$ cat config.mk
export PLATFORM = sky130hd
export DESIGN_NAME = lic_power_ctl
export DESIGN_NICKNAME = d
export VERILOG_FILES = /design/src/rtl/lic_pkg.sv /design/src/rtl/lic_density_win.sv /design/src/rtl/lic_freq_map.sv /design/src/rtl/lic_residency.sv /design/src/rtl/lic_power_ctl.sv
export SDC_FILE = /design/constraint.sdc
export NUM_CORES = 1
export LEC_CHECK = 0
export ABC_AREA = 1
export BUFFER_PORTS_ARGS = -buffer_cell sky130_fd_sc_hd__buf_2
export CAP_MARGIN = 20
export CORE_MARGIN = 3
export CORE_UTILIZATION = 45
export CTS_CLUSTER_DIAMETER = 80
export CTS_CLUSTER_SIZE = 12
export DETAILED_ROUTE_END_ITERATION = 7
export GPL_TIMING_DRIVEN = 0
export PLACE_DENSITY = 0.7
export SLEW_MARGIN = 20
export SYNTH_ARGS = -nofsm -noshare
export SYNTH_HDL_FRONTEND = slang
export SYNTH_SLANG_ARGS = --single-unit
export TNS_END_PERCENT = 20
$ cat constraint.sdc
create_clock -name clk -period 4.2 [get_ports clk]
set_input_delay 0.21 -clock clk [delete_from_list [all_inputs] [get_ports clk]]
set_output_delay 0.21 -clock clk [all_outputs]
set_load 0.05 [all_outputs]
$ cat src/rtl/lic_pkg.sv
`timescale 1ns/1ps
package lic_pkg;
  typedef enum logic [1:0] {
    LIC_FAST = 2'd0,
    LIC_MID  = 2'd1,
    LIC_SLOW = 2'd2
  } lic_e;

  typedef enum logic [1:0] {
    OPW_128 = 2'd0,
    OPW_256 = 2'd1,
    OPW_512 = 2'd2,
    OPW_RSV = 2'd3
  } opw_e;

  typedef enum logic {
    ST_RUN    = 1'b0,
    ST_SWITCH = 1'b1
  } ctl_st_e;

  localparam int NUM_LIC = 3;
endpackage

$ cat src/rtl/lic_density_win.sv
`timescale 1ns/1ps
module lic_density_win #(
  parameter int WIN    = 64,
  parameter int THRESH = 56
) (
  input  logic clk,
  input  logic rst_n,
  input  logic sample,
  output logic sustained
);
  localparam int CW = $clog2(WIN + 1);

  logic [WIN-1:0] hist_q, hist_d;
  logic [CW-1:0]  cnt_q, cnt_d;

  always_comb begin
    hist_d = {hist_q[WIN-2:0], sample};
    cnt_d  = cnt_q + CW'(sample) - CW'(hist_q[WIN-1]);
  end

  always_ff @(posedge clk or negedge rst_n) begin
    if (!rst_n) begin
      hist_q <= '0;
      cnt_q  <= '0;
    end else begin
      hist_q <= hist_d;
      cnt_q  <= cnt_d;
    end
  end

  assign sustained = (cnt_q >= CW'(THRESH));
endmodule

$ cat src/rtl/lic_freq_map.sv
`timescale 1ns/1ps
module lic_freq_map #(
  parameter int CORE_W      = 5,
  parameter int FREQ_W      = 8,
  parameter int F_BASE0     = 32,
  parameter int F_BASE1     = 31,
  parameter int F_BASE2     = 29,
  parameter int F_STEP0     = 1,
  parameter int F_STEP1     = 1,
  parameter int F_STEP2     = 2,
  parameter int L2_CORE_CAP = 9,
  parameter int FREQ_FLOOR  = 8
) (
  input  logic [1:0]        lic,
  input  logic [CORE_W-1:0] active_cores,
  output logic [FREQ_W-1:0] freq_code
);
  localparam int AW = FREQ_W + CORE_W + 1;

  logic [AW-1:0] eff, base, step, red;

  always_comb begin
    eff = AW'(active_cores);
    if (eff == '0) eff = AW'(1);
    if (lic == 2'd2 && eff > AW'(L2_CORE_CAP)) eff = AW'(L2_CORE_CAP);
    case (lic)
      2'd1:    begin base = AW'(F_BASE1); step = AW'(F_STEP1); end
      2'd2:    begin base = AW'(F_BASE2); step = AW'(F_STEP2); end
      default: begin base = AW'(F_BASE0); step = AW'(F_STEP0); end
    endcase
    red = step * (eff - AW'(1));
    if (base < red + AW'(FREQ_FLOOR)) freq_code = FREQ_W'(FREQ_FLOOR);
    else                              freq_code = FREQ_W'(base - red);
  end
endmodule

$ cat src/rtl/lic_residency.sv
`timescale 1ns/1ps
module lic_residency
  import lic_pkg::*;
#(
  parameter int CNT_W = 40
) (
  input  logic             clk,
  input  logic             rst_n,
  input  logic [1:0]       lic,
  input  logic [1:0]       rd_sel,
  output logic [CNT_W-1:0] rd_val
);
  logic [NUM_LIC*CNT_W-1:0] all_cnt;

  for (genvar g = 0; g < NUM_LIC; g++) begin : g_cnt
    logic [CNT_W-1:0] cnt_q, cnt_d;
    logic             cnt_en;

    always_comb begin
      cnt_en = (lic == 2'(g)) && !(&cnt_q);
      cnt_d  = cnt_q + CNT_W'(1);
    end

    always_ff @(posedge clk or negedge rst_n) begin
      if (!rst_n)      cnt_q <= '0;
      else if (cnt_en) cnt_q <= cnt_d;
    end

    assign all_cnt[g*CNT_W +: CNT_W] = cnt_q;
  end

  always_comb begin
    rd_val = '0;
    for (int k = 0; k < NUM_LIC; k++) begin
      if (rd_sel == 2'(k)) rd_val = all_cnt[k*CNT_W +: CNT_W];
    end
  end
endmodule

$ cat src/rtl/lic_power_ctl.sv
`timescale 1ns/1ps
module lic_power_ctl
  import lic_pkg::*;
#(
  parameter int WIN         = 64,
  parameter int THRESH      = 56,
  parameter int HOLD_CYC    = 4000000,
  parameter int SWITCH_CYC  = 16,
  parameter int THR_PERIOD  = 4,
  parameter int CNT_W       = 40,
  parameter int CORE_W      = 5,
  parameter int FREQ_W      = 8,
  parameter int F_BASE0     = 32,
  parameter int F_BASE1     = 31,
  parameter int F_BASE2     = 29,
  parameter int F_STEP0     = 1,
  parameter int F_STEP1     = 1,
  parameter int F_STEP2     = 2,
  parameter int L2_CORE_CAP = 9,
  parameter int FREQ_FLOOR  = 8
) (
  input  logic              clk,
  input  logic              rst_n,
  input  logic              op_vld,
  input  logic [1:0]        op_width,
  input  logic              op_heavy,
  input  logic [CORE_W-1:0] active_cores,
  input  logic [1:0]        res_sel,
  output logic [1:0]        lic_state,
  output logic              fe_stall,
  output logic [FREQ_W-1:0] freq_code,
  output logic [CNT_W-1:0]  res_count
);
  localparam int HW  = $clog2(HOLD_CYC + 1);
  localparam int SWW = $clog2(SWITCH_CYC + 1);
  localparam int PW  = $clog2(THR_PERIOD);

  lic_e          lic_q, lic_d, tgt_q, tgt_d, need;
  ctl_st_e       st_q, st_d;
  logic [HW-1:0] hold_q, hold_d;
  logic [SWW-1:0] sw_q, sw_d;
  logic [PW-1:0] ph_q, ph_d;
  logic [1:0]    smp, sus;
  logic          raise, refresh, thr_req, thr_stall, in_switch;

  // density windows: index 0 counts heavy 256/512, index 1 heavy 512 only
  always_comb begin
    smp[0] = op_vld && op_heavy &&
             (op_width == OPW_256 || op_width == OPW_512);
    smp[1] = op_vld && op_heavy && (op_width == OPW_512);
  end

  for (genvar k = 0; k < 2; k++) begin : g_win
    lic_density_win #(.WIN(WIN), .THRESH(THRESH)) u_win (
      .clk       (clk),
      .rst_n     (rst_n),
      .sample    (smp[k]),
      .sustained (sus[k])
    );
  end

  // license asked for by the request of this cycle
  always_comb begin
    need = LIC_FAST;
    if (op_vld) begin
      case (op_width)
        OPW_256: if (op_heavy && sus[0]) need = LIC_MID;
        OPW_512: need = (op_heavy && sus[1]) ? LIC_SLOW : LIC_MID;
        default: need = LIC_FAST;
      endcase
    end
  end

  always_comb begin
    in_switch = (st_q == ST_SWITCH);
    raise     = !in_switch && (need > lic_q);
    refresh   = !in_switch && !raise && (lic_q != LIC_FAST) && (need == lic_q);
    thr_req   = op_vld && op_heavy &&
                ((op_width == OPW_256 && lic_q == LIC_FAST) ||
                 (op_width == OPW_512 && lic_q != LIC_SLOW));
    thr_stall = thr_req && (ph_q != '0);
    fe_stall  = in_switch || raise || thr_stall;
    ph_d      = (ph_q == PW'(THR_PERIOD - 1)) ? '0 : ph_q + PW'(1);
  end

  // next-state logic
  always_comb begin
    st_d   = st_q;
    lic_d  = lic_q;
    tgt_d  = tgt_q;
    hold_d = hold_q;
    sw_d   = sw_q;
    case (st_q)
      ST_RUN: begin
        if (raise) begin
          st_d  = ST_SWITCH;
          tgt_d = need;
          sw_d  = SWW'(SWITCH_CYC);
        end else if (refresh) begin
          hold_d = HW'(HOLD_CYC);
        end else if (lic_q != LIC_FAST) begin
          if (hold_q == '0) begin
            lic_d  = lic_e'(lic_q - 2'd1);
            hold_d = HW'(HOLD_CYC);
          end else begin
            hold_d = hold_q - HW'(1);
          end
        end
      end
      default: begin
        if (sw_q <= SWW'(1)) begin
          st_d   = ST_RUN;
          lic_d  = tgt_q;
          hold_d = HW'(HOLD_CYC);
        end else begin
          sw_d = sw_q - SWW'(1);
        end
      end
    endcase
  end

  always_ff @(posedge clk or negedge rst_n) begin
    if (!rst_n) begin
      st_q   <= ST_RUN;
      lic_q  <= LIC_FAST;
      tgt_q  <= LIC_FAST;
      hold_q <= '0;
      sw_q   <= '0;
      ph_q   <= '0;
    end else begin
      st_q   <= st_d;
      lic_q  <= lic_d;
      tgt_q  <= tgt_d;
      hold_q <= hold_d;
      sw_q   <= sw_d;
      ph_q   <= ph_d;
    end
  end

  assign lic_state = lic_q;

  lic_freq_map #(
    .CORE_W(CORE_W), .FREQ_W(FREQ_W),
    .F_BASE0(F_BASE0), .F_BASE1(F_BASE1), .F_BASE2(F_BASE2),
    .F_STEP0(F_STEP0), .F_STEP1(F_STEP1), .F_STEP2(F_STEP2),
    .L2_CORE_CAP(L2_CORE_CAP), .FREQ_FLOOR(FREQ_FLOOR)
  ) u_freq (
    .lic          (lic_q),
    .active_cores (active_cores),
    .freq_code    (freq_code)
  );

  lic_residency #(.CNT_W(CNT_W)) u_res (
    .clk    (clk),
    .rst_n  (rst_n),
    .lic    (lic_q),
    .rd_sel (res_sel),
    .rd_val (res_count)
  );
endmodule

==> After elaboration in Yosys (flattened, before gate mapping) <==
Cells that the tools add are included.
{ "totals": {"output_inout_bits": 51, "ff_bits": 296, "inputBits": 13, "wordCells": 122} }
{ "op_classes": {"add_sub_neg": 14, "multipliers": 1, "n_eq_ne": 13, "muxes": 31, "n_bitwise": 1, "order_cmp": 6, "n_reduce_logical": 43} }
{ "op_table": {"columns": ["cell", "n"], "rows": [
  ["$mux 22", 6],
  ["$add 40x1->40 const B", 3],
  ["$mux 40", 3],
  ["$reduce_and 40->1", 3],
  ["$mux 5", 5],
  ["$logic_not 22->1", 1],
  ["$sub 22x1->22 const B", 1],
  ["$mux 2", 10],
  ["$logic_and 1x1->1", 17],
  ["$add 14x4->14 const B", 1],
  ["$add 7x1->7", 2],
  ["$ge 7x6->1 const B", 2],
  ["$lt 6x14->1", 1],
  ["$mul 2x14->14", 1],
  ["$sub 7x1->7", 2],
  ["$pmux 6 s2", 1],
  ["$reduce_bool 2->1", 5],
  ["$eq 2x2->1 const B", 4],
  ["$mux 8", 1],
  ["$ne 2x2->1 const B", 4],
  ["$sub 6x8->8", 1],
  ["$eq 2x1->1 const B", 3],
  ["$sub 5x1->6 const B", 1],
  ["$gt 5x4->1 const B", 1],
  ["18 further kinds", 30]
]} }

==> Logic depth before layout (Yosys ltp) <==
Gate-level depths: netlist of run 1.
{ "logic_depth": {"depth_word": 14, "depth_mapped": 27, "ltp_nobuf": 27} }

==> Modules after synthesis <==
Synthesis of run 1 repeated with hierarchy kept, for this count alone.
{ "unflattened": {"cells_unflattened": 2052, "area_unflattened_um2": 16022.9} }
{ "modules_own_cells": {"columns": ["module", "seq_area_each_um2", "cells_per_inst", "area_each_um2", "n_inst"], "rows": [
  ["lic_residency", 3002.9, 1353, 8605.8, 1],
  ["lic_density_win", 1776.7, 130, 2147.1, 2],
  ["lic_power_ctl", 850.8, 299, 2205.9, 1],
  ["lic_freq_map", 0.0, 140, 917.1, 1]
]} }

==> Least setup slack after synthesis of run 1 <==
Ideal clock, no wire load.
{ "synth_timing": {"path_type": "reg2out", "from": "reg lic_q[0] (netlist: lic_state[0])", "to": "out freq_code[0]", "slack_ns": -0.010, "stages_incl_launch_ff": 28, "n_path_buf": 0, "arrival_ns": 4.000, "required_ns": 3.990, "path_cell_list": "dfrtp_1 > inv_1 > ha_1 > inv_1 > nor2_1 > nand2_4 > nand2_1 > inv_1 > ha_1 > inv_1 > nand3_1 > nand3_1 > nand2_1 > inv_1 > ha_1 > inv_1 > nand3_1 > nand2_2 > inv_1 > ha_1 > inv_1 > ha_1 > inv_1 > o21bai_1 > a21oi_1 > a21oi_4 > nand2_4 > nor2_2"} }
{ "synth_between": {"elab_chain_cells": 8, "word_cells_on_any_way": 12, "classes_between": "3 x add/sub; 1 x mul; 1 x order compare; 2 x eq/ne; 4 x mux; 1 x reduce/logical"} }
{ "synth_lines": {"columns": ["element", "line", "text"], "rows": [
  ["start, declared", "lic_power_ctl.sv:38", "lic_e lic_q, lic_d, tgt_q, tgt_d, need;"],
  ["start signal, assigned", "lic_power_ctl.sv:132", "lic_q <= lic_d;"],
  ["$eq 2x2->1", "lic_freq_map.sv:25, lic_freq_map.sv:26", null],
  ["$logic_and 1x1->1", "lic_freq_map.sv:25", "if (lic == 2'd2 && eff > AW'(L2_CORE_CAP)) eff = AW'(L2_CORE_CAP);"],
  ["$mux 5", "lic_freq_map.sv:25", null],
  ["$sub 5x1->6", "lic_freq_map.sv:31", "red = step * (eff - AW'(1));"],
  ["$mul 2x14->14", "lic_freq_map.sv:31", null],
  ["$add 14x4->14", "lic_freq_map.sv:32", "if (base < red + AW'(FREQ_FLOOR)) freq_code = FREQ_W'(FREQ_FLOOR);"],
  ["$lt 6x14->1", "lic_freq_map.sv:32", null],
  ["$mux 8 (*)", "lic_freq_map.sv:32", null],
  ["end, declared", "lic_power_ctl.sv:31", "output logic [FREQ_W-1:0] freq_code,"]
]} }
Mark *: on every way between the ends. The rest lies on a longest branch, timed or not.

==> Worst setup path after layout of run 1 <==
{ "layout_timing": {"from": "reg lic_q[0] (netlist: lic_state[0])", "to": "out freq_code[5]"} }
The elaborated chain is that of the path after synthesis.

==> metrics.txt, run 1 <==
status finished, final reports clean; crit path max fanout 7; Area contributors post-synth dfrtp_1, nand2_1, xor2_1, inv_1, ha_1; FFs w/ async S/R, synth 100.0%; FILL cells slightly below 3000; Worst R2R Start g_win[1].u_win.cnt_q[2]$_DFF_PN0_; first-pass GRT wire length 60.91 mm; Syn Inst Count about 1700; Max Cap Viol 0; final wirelength around 37 mm; hold slack final 102.5 ps; hpwl dp 27.40 mm; Post-synth top cells nand2_1, dfrtp_1, inv_1; pwr/cell area 547.1 nW/um^2; gr usage total 21.34%; die height ~190 microns; fin cells 2204; VDD IR-drop max 0.7585 mV; num ports 64; 1st-pass router iterations 7; Post-DP Area approximately 16000 sq um; total congestion overflow 0; Initial Util 46.02%; ratio of cells with drive above 1 in the final layout between 10% and 20%; H-tree depth 1; worst hold path depth 4; Final min period 4107 ps; Mapped Area 14670 sq um; Worst Path Arrival roughly 4000 ps; CTS Root Cell clkbuf_16; CP max stage cell dfrtp_1; CP top delay family simple AND/OR/NAND/NOR gates; Finished Cell Area 16830 sq um; Hold WC Path Type in -> reg; Critical Path End Type output pin; R2R depth 17; worst slew pin tran 953.0 ps; Worst Path Required 3990 ps; number of library cell types mapped by synthesis 53; Worst-path clk slew approximately 60 ps; Yosys top cell by area dfrtp_1; nets 1836; Synth Area per Inst about 9 sq um; CP startpoint kind flop; WL/cell ~17 microns; Largest stage delay, worst path approximately 400 ps; clock buffer depth 3; Layout area overhead 14.75%; Hold Startpoint op_width[0]; RePlAce Congestion 0.9406; Ant. Diodes 0; Critical path buffers and inverters 8; # DRC 0; Worst-Skew Late Latency about 560 ps; FP Rows between 60 and 70; Inst Count DP 2154; Max Freq 243.5 MHz; r2r setup slk 480 ps; antenna violations before repair 0; RSZ-0062 raised after global routing true; Final setup viols 0; Starting DRT DRC Count 847; sequential area share after synthesis about half; worst setup path category reg -> out; most common cell in the netlist nand2_1; vias per cell 5.270; port bufs 63; Num CTS Buffers 28; number of enable flip-flop cells after synthesis 0; DR vias 11620; Die Wd 186.6 microns; CTS tree done; Final Core Density 52.80%; Worst Clk Skew 29.05 ps; top cell type's share of synthesized area about half; Yosys reg bits 296; leak pwr 0.007707 uW; largest net degree at the start of global routing 95; vias in the first global route 11570; area of the core 31880 sq um; Post-DRT Antenna Nets 0; reg2reg end hold_q[3]$_DFFE_PN0P_; Max-slew headroom 35.88%; clock sinks 296; die area 34800 sq um; CP most frequent cell inv_2; fin. max-slew vios 0; final period utilization between 90% and 100%; final hold vios 0; Synthesis Warnings 0; Hold EP g_win[0].u_win.hist_q[0]$_DFF_PN0_; prevailing post-synth register cell dfrtp_1; total power ~9200 uW
==> cells in the final DEF, fill, tap and decap left out, types with 15 or more instances in the layout <==
cell type    n
xor2_1     121
inv_1      196
xnor2_1     20
o221ai_1    32
clkbuf_16   28
nand3_1     51
inv_2       16
nor4_1      29
dfrtp_1    296
buf_2       61
nand2_1    378
o21ai_0     56
buf_4       15
clkbuf_1    16
nand4_1     23
a21oi_1     17
nor3_1      73
nor2_1     152
ha_1        45
==> power by group <==
group / internal [uW] / switching [uW] / leakage, uW / total (uW)
Clock: 1240 / 1040 / 0.000371 / 2280
Combinational: 1240 / 2290 / 0.00336 / 3530
Sequential: 3140 / 254 / 0.00398 / 3400
Total: 5630 / 3580 / 0.00771 / 9210
==> registers in the layout, indices dropped and copies added (netlist names) <==
register and count:
sw_q 5, g_win.u_win.hist_q 128, u_res.g_cnt.cnt_q 120, g_win.u_win.cnt_q 14
tgt_q 2, lic_state 2, ph_q 2, in_switch 1
hold_q 22
==> routing by layer <==
layer / track usage (%) / vias to the layer above / share of wire, %
met5: 0 / - / 0
met4: 5.874 / 0 / 3.1
met3: 2.611 / 71 / 5.8
met2: 34.94 / 360 / 47
met1: 30.27 / 5645 / 45
li1: - / 5539 / -
==> timing repair <==
action                                  4_1_cts  5_1_grt
endpoints found under the setup margin        8        8
pin swaps                                    10       20
resized for setup                            40       34
hold buffers                                  4        0
hold endpoints to repair                    204        0
gates cloned                                  0        0
buffers inserted                             11        5
==> through the flow <==
stage,setup slack (ps),TNS (ps)
CTS,7.532,0
global route,-116.7,-608.5
finish,92.61,0
floorplan,-10.22,-71.52
detailed placement,-15.36,-40.29
global placement,-2465,-721060
==> worst register-to-register path: cells and delay by family, from the launching register on <==
| family | cells | cell delay, ps |
|---|---|---|
| compound gates | 2 | 440 |
| fa+ha+maj | 2 | 460 |
| buf+inv | 4 | 620 |
| flops | 1 | 380 |
| simple gates | 9 | 1740 |
==> logic make-up after synthesis <==
logic type | count (synthesis) | share of synthesized area (%)
XOR/XNOR | 142 | 8.478
flip-flops | 296 | 50.49
AO/OA/AOI/OAI | 156 | 6.925
buffers and inverters | 242 | 6.524
other | 1 | 0.02556
adder cells (fa/ha/maj) | 54 | 4.759
AND/OR/NAND/NOR | 761 | 22.80
==> worst max path at each step <==
stage / startpoint / endpoint / slack [ps] / cells after the start
2_1_floorplan: lic_state[0]$_DFFE_PN0P_ / freq_code[0] / -10 / 27
3_3_place_gp: rst_n / hold_q[7]$_DFFE_PN0P_ / -2460 / 1
3_5_place_dp: lic_state[0]$_DFFE_PN0P_ / freq_code[7] / -20 / 28
4_1_cts: lic_state[0]$_DFFE_PN0P_ / freq_code[6] / 8 / 27
5_1_grt: lic_state[0]$_DFFE_PN0P_ / freq_code[5] / -120 / 27
6_report: lic_state[0]$_DFFE_PN0P_ / freq_code[5] / 90 / 27
==> cell type report <==
| type | instances | area, sq um | area share [%] |
|---|---|---|---|
| clock inverters | 2 | 60.06 | 0.3568 |
| plain buffers | 28 | 153.9 | 0.9142 |
| repair buffers | 86 | 638.1 | 3.791 |
| flip-flops and latches | 296 | 7407 | 44.00 |
| multi-input cells | 1115 | 6521 | 38.74 |
| well taps | 435 | 544.3 | 3.233 |
| clock buffers | 28 | 700.7 | 4.162 |
| inverters | 214 | 808.3 | 4.802 |
Note: power is estimated with default switching activity, not from simulation.
==> run 2: changes to the inputs <==
--- a/config.mk
+++ b/config.mk
@@ -6,15 +6,15 @@
 export NUM_CORES = 1
 export LEC_CHECK = 0
 export ABC_AREA = 1
-export BUFFER_PORTS_ARGS = -buffer_cell sky130_fd_sc_hd__buf_2
 export CAP_MARGIN = 20
 export CORE_MARGIN = 3
 export CORE_UTILIZATION = 45
 export CTS_CLUSTER_DIAMETER = 80
 export CTS_CLUSTER_SIZE = 12
 export DETAILED_ROUTE_END_ITERATION = 7
+export DONT_BUFFER_PORTS = 1
 export GPL_TIMING_DRIVEN = 0
-export PLACE_DENSITY = 0.7
+export PLACE_DENSITY = 0.69
 export SLEW_MARGIN = 20
 export SYNTH_ARGS = -nofsm -noshare
 export SYNTH_HDL_FRONTEND = slang
==> run 2 against run 1 <==
Net effect: the run now ends with hold timing, setup timing left; first-iteration DRC count shrank 7.8%; register-to-register slack barely moved; design area down 2.4%; critical path type unchanged; wire length down 1.4%; maximum frequency decreased by 5.4%; largest power group is now sequential cells; power decreased by 1.6%.
==> metrics.txt, run 2 (synthesis results as in run 1) <==
crit path from lic_state[0]$_DFFE_PN0P_; largest net degree at the start of global routing 297 (+210%); fin. max-slew vios 0 (unchanged); Worst R2R Start g_win[1].u_win.cnt_q[2]$_DFF_PN0_; final wirelength 36.96 mm (-1.4%); Critical Path End Type output pin; dpl ws -550.4 ps (-535.0 ps); Max Freq 230.3 MHz (-5.4%); cts-stage hold buffer count 4 (unchanged); FP Rows 65 (unchanged); RSZ-0062 raised after global routing true; DR vias 11200 (-3.6%); leak pwr 0.007336 uW (-4.8%); fin cells 2139 (-2.9%); Final setup viols 8 (+8); H-tree depth 1 (unchanged); hpwl dp 27.20 mm (-0.74%); status complete, but fails checks; CTS Root Cell clkbuf_16; crit path max fanout 7 (unchanged); final period utilization 103.4% (+5.6 points); CP startpoint kind flop; # DRC 0 (unchanged); Worst-path clk slew 60 ps (about the same); worst slew pin tran 1211 ps (+257.7 ps); setup TNS -1019 ps (-1019 ps); Worst Clk Skew 22.19 ps (-6.859 ps); Num CTS Buffers 28 (unchanged); clock buffer depth 3 (unchanged); clock sinks 296 (unchanged); num ports 64 (unchanged); Worst-Skew Late Latency 560 ps (about the same); CTS tree done; Reg area 7412 sq um (about the same); Post-DRT Antenna Nets 0 (unchanged); Inst Count DP 2090 (-3.0%); vias per cell 5.236 (-0.65%); 1st-pass router iterations 5 (-2); final hold vios 296 (+296); Initial Util 46.02% (unchanged); most common cell after layout, fill and taps aside nand2_1; Starting DRT DRC Count 781 (-7.8%); Ant. Diodes 0 (unchanged); Hold WC Path Type in -> async; R2R depth 17 (unchanged); failing checks hold timing, setup timing; Max Cap Viol 0 (unchanged); vias in the first global route 11340 (-2.0%); die area 34800 sq um (unchanged); Die Wd 186.6 microns (unchanged); max FFs per register 128 (unchanged); area of the multi-input gates 6590 sq um (+1.1%); Final min period 4343 ps (+235.2 ps); most frequent cells in the layout nand2_1, dfrtp_1, inv_1; pwr/cell area 551.3 nW/um^2 (+0.78%); Max-slew headroom 18.93% (-17 points); port bufs 0 (-100%); RePlAce Congestion 0.9397 (about the same); reg2reg end hold_q[3]$_DFFE_PN0P_; die height 186.6 microns (unchanged); r2r setup slk 480 ps (about the same); area of the core 31880 sq um (unchanged); nets 1770 (-3.6%); Worst Path Arrival 4130 ps (+230 ps); first-pass GRT wire length 60.15 mm (-1.2%); Worst Path Required 3990 ps (about the same); antenna violations before repair 0 (unchanged); final setup margin -142.6 ps (-235.2 ps); VDD IR-drop max 0.5580 mV (-26%); total congestion overflow 0 (unchanged); worst setup path category reg -> out; Largest Register g_win.u_win.hist_q; Largest regs g_win.u_win.hist_q (128), u_res.g_cnt.cnt_q (120), hold_q (22); gr usage total 21.15% (-0.19 points); WL/cell 17.28 microns (+1.6%); hold slack final -630.5 ps (-733.0 ps); ratio of cells with drive above 1 in the final layout 8.920% (-2.7 points); FILL cells 2965 (+1.1%); Layout area overhead 12.02%
## run 2: changes by cell type in the layout (fill, tap and decap cells not counted), sizes merged
| cell | previous run | this run |
|---|---|---|
| bufinv | 1 | 0 |
| inv | 212 | 213 |
| clkbuf | 46 | 48 |
| clkinv | 3 | 2 |
| buf | 92 | 26 |
## run 2: worst max path at each step
| stage | to | slack [ps] | cells past startpoint |
|---|---|---|---|
| after floorplan | freq_code[0] | -10 | 27 |
| after global placement | freq_code[4] | -450 | 27 |
| after detailed placement | freq_code[4] | -550 | 27 |
| after CTS | freq_code[4] | -120 | 24 |
| after global routing | freq_code[4] | -370 | 24 |
| final | freq_code[4] | -140 | 24 |
## run 2: area by class of cell
type	count	area share, %
clock buffers	30	4.431
repair buffers	20	0.9974
clock inverters	1	0.1827
flip-flops and latches	296	45.10
multi-input cells	1115	40.10
plain buffers	28	0.9365
inverters	214	4.934
well taps	435	3.312
## run 2: power by group
part           leakage, uW  internal (uW)  total (uW)  switching [uW]
logic              0.00299           1180        3390            2210
clock network     0.000371           1220        2230            1010
registers          0.00398           3150        3450             299
total              0.00734           5540        9060            3520
## run 2: through the flow
stage / utilization (%) / instance area (sq um) / hold WS, ps / total power (uW)
2_1_floorplan: - / 14670 / -85.59 / 5676
3_3_place_gp: 47.74 / 15220 / -67.24 / 6266
3_5_place_dp: 47.90 / 15270 / -67.25 / 6370
4_1_cts: 51.34 / 16370 / -653.3 / 9011
5_1_grt: 51.55 / 16430 / -665.6 / 9684
6_report: 51.55 / 16430 / -630.5 / 9060
## run 2: critical path, cell delays in order, from the launching register on
cell,delay [ps]
dfrtp_4,590
inv_4,100
ha_4,150
inv_4,40
nor2_4,90
nand2_4,70
nand2_2,80
inv_2,50
ha_4,280
nor2_4,40
ha_4,170
ha_4,160
inv_2,50
nand3_2,70
nand2_2,90
inv_2,70
ha_4,260
inv_2,40
ha_4,250
inv_2,30
o21bai_1,160
a21oi_2,90
a21oi_4,190
nand2_8,140
nor2_4,320
## run 2: timing repair
action | CTS | global route
endpoints found under the setup margin | 8 | 9
endpoints found under the hold margin | 299 | 296
pin swaps | 19 | 11
buffers inserted | 13 | 1
gates resized for setup | 50 | 8
## run 2: per-layer routing
layer,GRT usage (%),share of wire [%]
met5,0,0
met4,7.357,3.9
met3,3.645,5.6
met2,34.68,46
met1,28.59,44
==> run 3: changes to the inputs <==
--- a/config.mk
+++ b/config.mk
@@ -7,15 +7,16 @@
 export LEC_CHECK = 0
 export ABC_AREA = 1
 export CAP_MARGIN = 20
+export CELL_PAD_IN_SITES_DETAIL_PLACEMENT = 2
+export CELL_PAD_IN_SITES_GLOBAL_PLACEMENT = 2
 export CORE_MARGIN = 3
-export CORE_UTILIZATION = 45
+export CORE_UTILIZATION = 40
 export CTS_CLUSTER_DIAMETER = 80
 export CTS_CLUSTER_SIZE = 12
 export DETAILED_ROUTE_END_ITERATION = 7
 export DONT_BUFFER_PORTS = 1
 export GPL_TIMING_DRIVEN = 0
-export PLACE_DENSITY = 0.69
-export SLEW_MARGIN = 20
+export PLACE_DENSITY = 0.88
 export SYNTH_ARGS = -nofsm -noshare
 export SYNTH_HDL_FRONTEND = slang
 export SYNTH_SLANG_ARGS = --single-unit
==> run 3 against run 2 <==
Net effect: the run still ends with hold timing, setup timing left; final cell count increased by 2.1%; first-iteration DRC count decreased by 11%; maximum frequency decreased by 7.2%; global-route usage increased by 5.9 points; register-to-register slack got worse by 170 ps; highest routed layer is now met5.
==> metrics.txt, run 3 (synthesis results as in run 1) <==
status complete, but fails checks; failing checks hold timing, setup timing; die height 197.5 microns (+5.9%); CTS Root Cell clkbuf_16; Num CTS Buffers 28 (unchanged); RePlAce Congestion 0.9100 (-3.2%); Post-DP Area 15390 sq um (+0.77%); CP max stage cell dfrtp_4; CTS tree done; worst slew pin tran 1244 ps (+33.32 ps); Max Cap Viol 0 (unchanged); most common cell after layout, fill and taps aside nand2_1; Worst Clk Skew 20.85 ps (-1.341 ps); Critical Path End Type output pin; cts-stage hold buffer count 5 (+1); Max Freq 213.8 MHz (-7.2%); fin. max-slew vios 0 (unchanged); fin cells 2184 (+2.1%); clock sinks 296 (unchanged); Layout area overhead 13.32%; setup TNS -3505 ps (-2487 ps); gr usage total 27.03% (+5.9 points); antenna violations before repair 2 (+2); final wirelength 53.65 mm (+45%); r2r setup slk 310 ps (-170 ps); pwr/cell area 578.3 nW/um^2 (+4.9%); vias per cell 5.615 (+7.3%); die area 39010 sq um (+12%); WL/cell 24.56 microns (+42%); Reg area 7412 sq um (unchanged); vias in the first global route 13920 (+23%); area of the core 35830 sq um (+12%); Critical path buffers and inverters 8 (+1); largest net degree at the start of global routing 297 (unchanged); Die Wd 197.5 microns (+5.9%); # DRC 0 (unchanged); Largest stage delay, worst path 590 ps (about the same); nets 1789 (+1.1%); Final min period 4677 ps (+334.6 ps); Largest regs g_win.u_win.hist_q (128), u_res.g_cnt.cnt_q (120), hold_q (22); final period utilization 111.4% (+8.0 points); first-pass GRT wire length 81.74 mm (+36%); dpl ws -936.5 ps (-386.1 ps); area of the multi-input gates 6610 sq um (+0.30%); H-tree depth 1 (unchanged); CP startpoint kind flop; most frequent cells in the layout nand2_1, dfrtp_1, inv_1; FP Rows 69 (+6.2%); CP most frequent cell ha_4; worst setup path category reg -> out; Max-slew headroom 18.55% (-0.37 points); Finished Cell Area 16620 sq um (+1.2%); Inst Count DP 2131 (+2.0%); Post-DRT Antenna Nets 0 (unchanged); crit path max fanout 7 (unchanged); DR vias 12260 (+9.5%); Worst-Skew Late Latency 590 ps (+30 ps); hold slack final -676.1 ps (-45.65 ps); port bufs 0 (unchanged); Worst Path Arrival 4470 ps (+340 ps); Initial Util 40.95% (-5.1 points); ratio of cells with drive above 1 in the final layout 9.867% (+0.95 points); total power 9614 uW (+6.1%); FILL cells 3898 (+31%); Ant. Diodes 0 (unchanged); final hold vios 296 (unchanged); Largest Register g_win.u_win.hist_q; num ports 64 (unchanged); final setup margin -477.2 ps (-334.6 ps); hpwl dp 37.25 mm (+37%); CP top delay family simple AND/OR/NAND/NOR gates; Hold WC Path Type in -> async; leak pwr 0.007437 uW (+1.4%); Worst Path Required 3990 ps (about the same); 1st-pass router iterations 5 (unchanged); total congestion overflow 0 (unchanged); VDD IR-drop max 0.3494 mV (-37%); RSZ-0062 raised after global routing true; Starting DRT DRC Count 697 (-11%); Final setup viols 8 (unchanged); Worst-path clk slew 70 ps (about the same); clock buffer depth 3 (unchanged); max FFs per register 128 (unchanged)
==> run 3: cell count changes in the layout (fill, tap and decap cells not counted), moves of 3 or more <==
cell	change
buf_4	+18
inv_2	-3
nand2_1	-3
nand2_4	+5
o221ai_1	+8
o221ai_2	-8
==> run 3: worst paths after layout <==
kind | from | end | cells after the start
hold reg to reg | g_win[0].u_win.hist_q[22]$_DFF_PN0_ | g_win[0].u_win.hist_q[23]$_DFF_PN0_ | 0
setup / recovery | lic_state[0]$_DFFE_PN0P_ | freq_code[1] | 26
max in group asynchronous | rst_n | u_res.g_cnt[1].cnt_q[2]$_DFFE_PN0P_ | 0
hold / removal | rst_n | u_res.g_cnt[0].cnt_q[11]$_DFFE_PN0P_ | 0
min in group clk | op_width[0] | g_win[1].u_win.hist_q[0]$_DFF_PN0_ | 4
setup reg to reg | g_win[1].u_win.cnt_q[2]$_DFF_PN0_ | hold_q[14]$_DFFE_PN0P_ | 18
==> run 3: worst reg2reg max path: stages (launching register included) <==
cell and delay [ps]:
dfrtp_1 390, inv_1 100, ha_1 150, nand2_1 40
o31ai_1 310, nand2_1 150, nor3_2 240, ha_1 320
inv_1 70, nor2_1 40, o21ai_1 300, nand2_1 100
nor2_1 160, nor2_2 110, inv_2 190, nand2_1 300
inv_2 160, clkbuf_1 430, nor2_1 180
==> run 3: repair_timing <==
| item | CTS | global route |
|---|---|---|
| buffers inserted | 14 | 2 |
| hold endpoints to repair | 299 | 296 |
| pin swaps | 21 | 16 |
| gates resized for setup | 47 | 31 |
| setup endpoints to repair | 8 | 25 |
==> run 3: power breakdown <==
part           leakage, uW  total [uW]  switching, uW  internal [uW]
combinational      0.00310        3860           2630           1230
sequential         0.00398        3480            333           3150
clock             0.000362        2280           1090           1180
==> run 3: layout make-up <==
class | count | area share (%)
Buffer | 28 | 0.9257
Sequential cell | 296 | 44.58
Timing Repair Buffer | 39 | 1.859
Tap cell | 461 | 3.470
Clock buffer | 29 | 4.237
Inverter | 214 | 4.952
Multi-Input combinational cell | 1115 | 39.76
Clock inverter | 2 | 0.2107
==> run 3: routing by layer <==
metal  wire, microns  GRT usage, %  vias up
met4            2759         13.00        4
met1           20550         31.14     6341
met2           27700         48.80      321
met3            2605         4.639      152
met5              27             0        -
li1                -             -     5446
==> run 3: through the flow <==
step | util [%] | hold WS (ps)
final | 46.40 | -676.1
after detailed placement | 42.95 | -77.17
after CTS | 45.93 | -695.6
after global routing | 46.40 | -690.5
after global placement | 42.57 | -76.70
after floorplan | - | -85.59
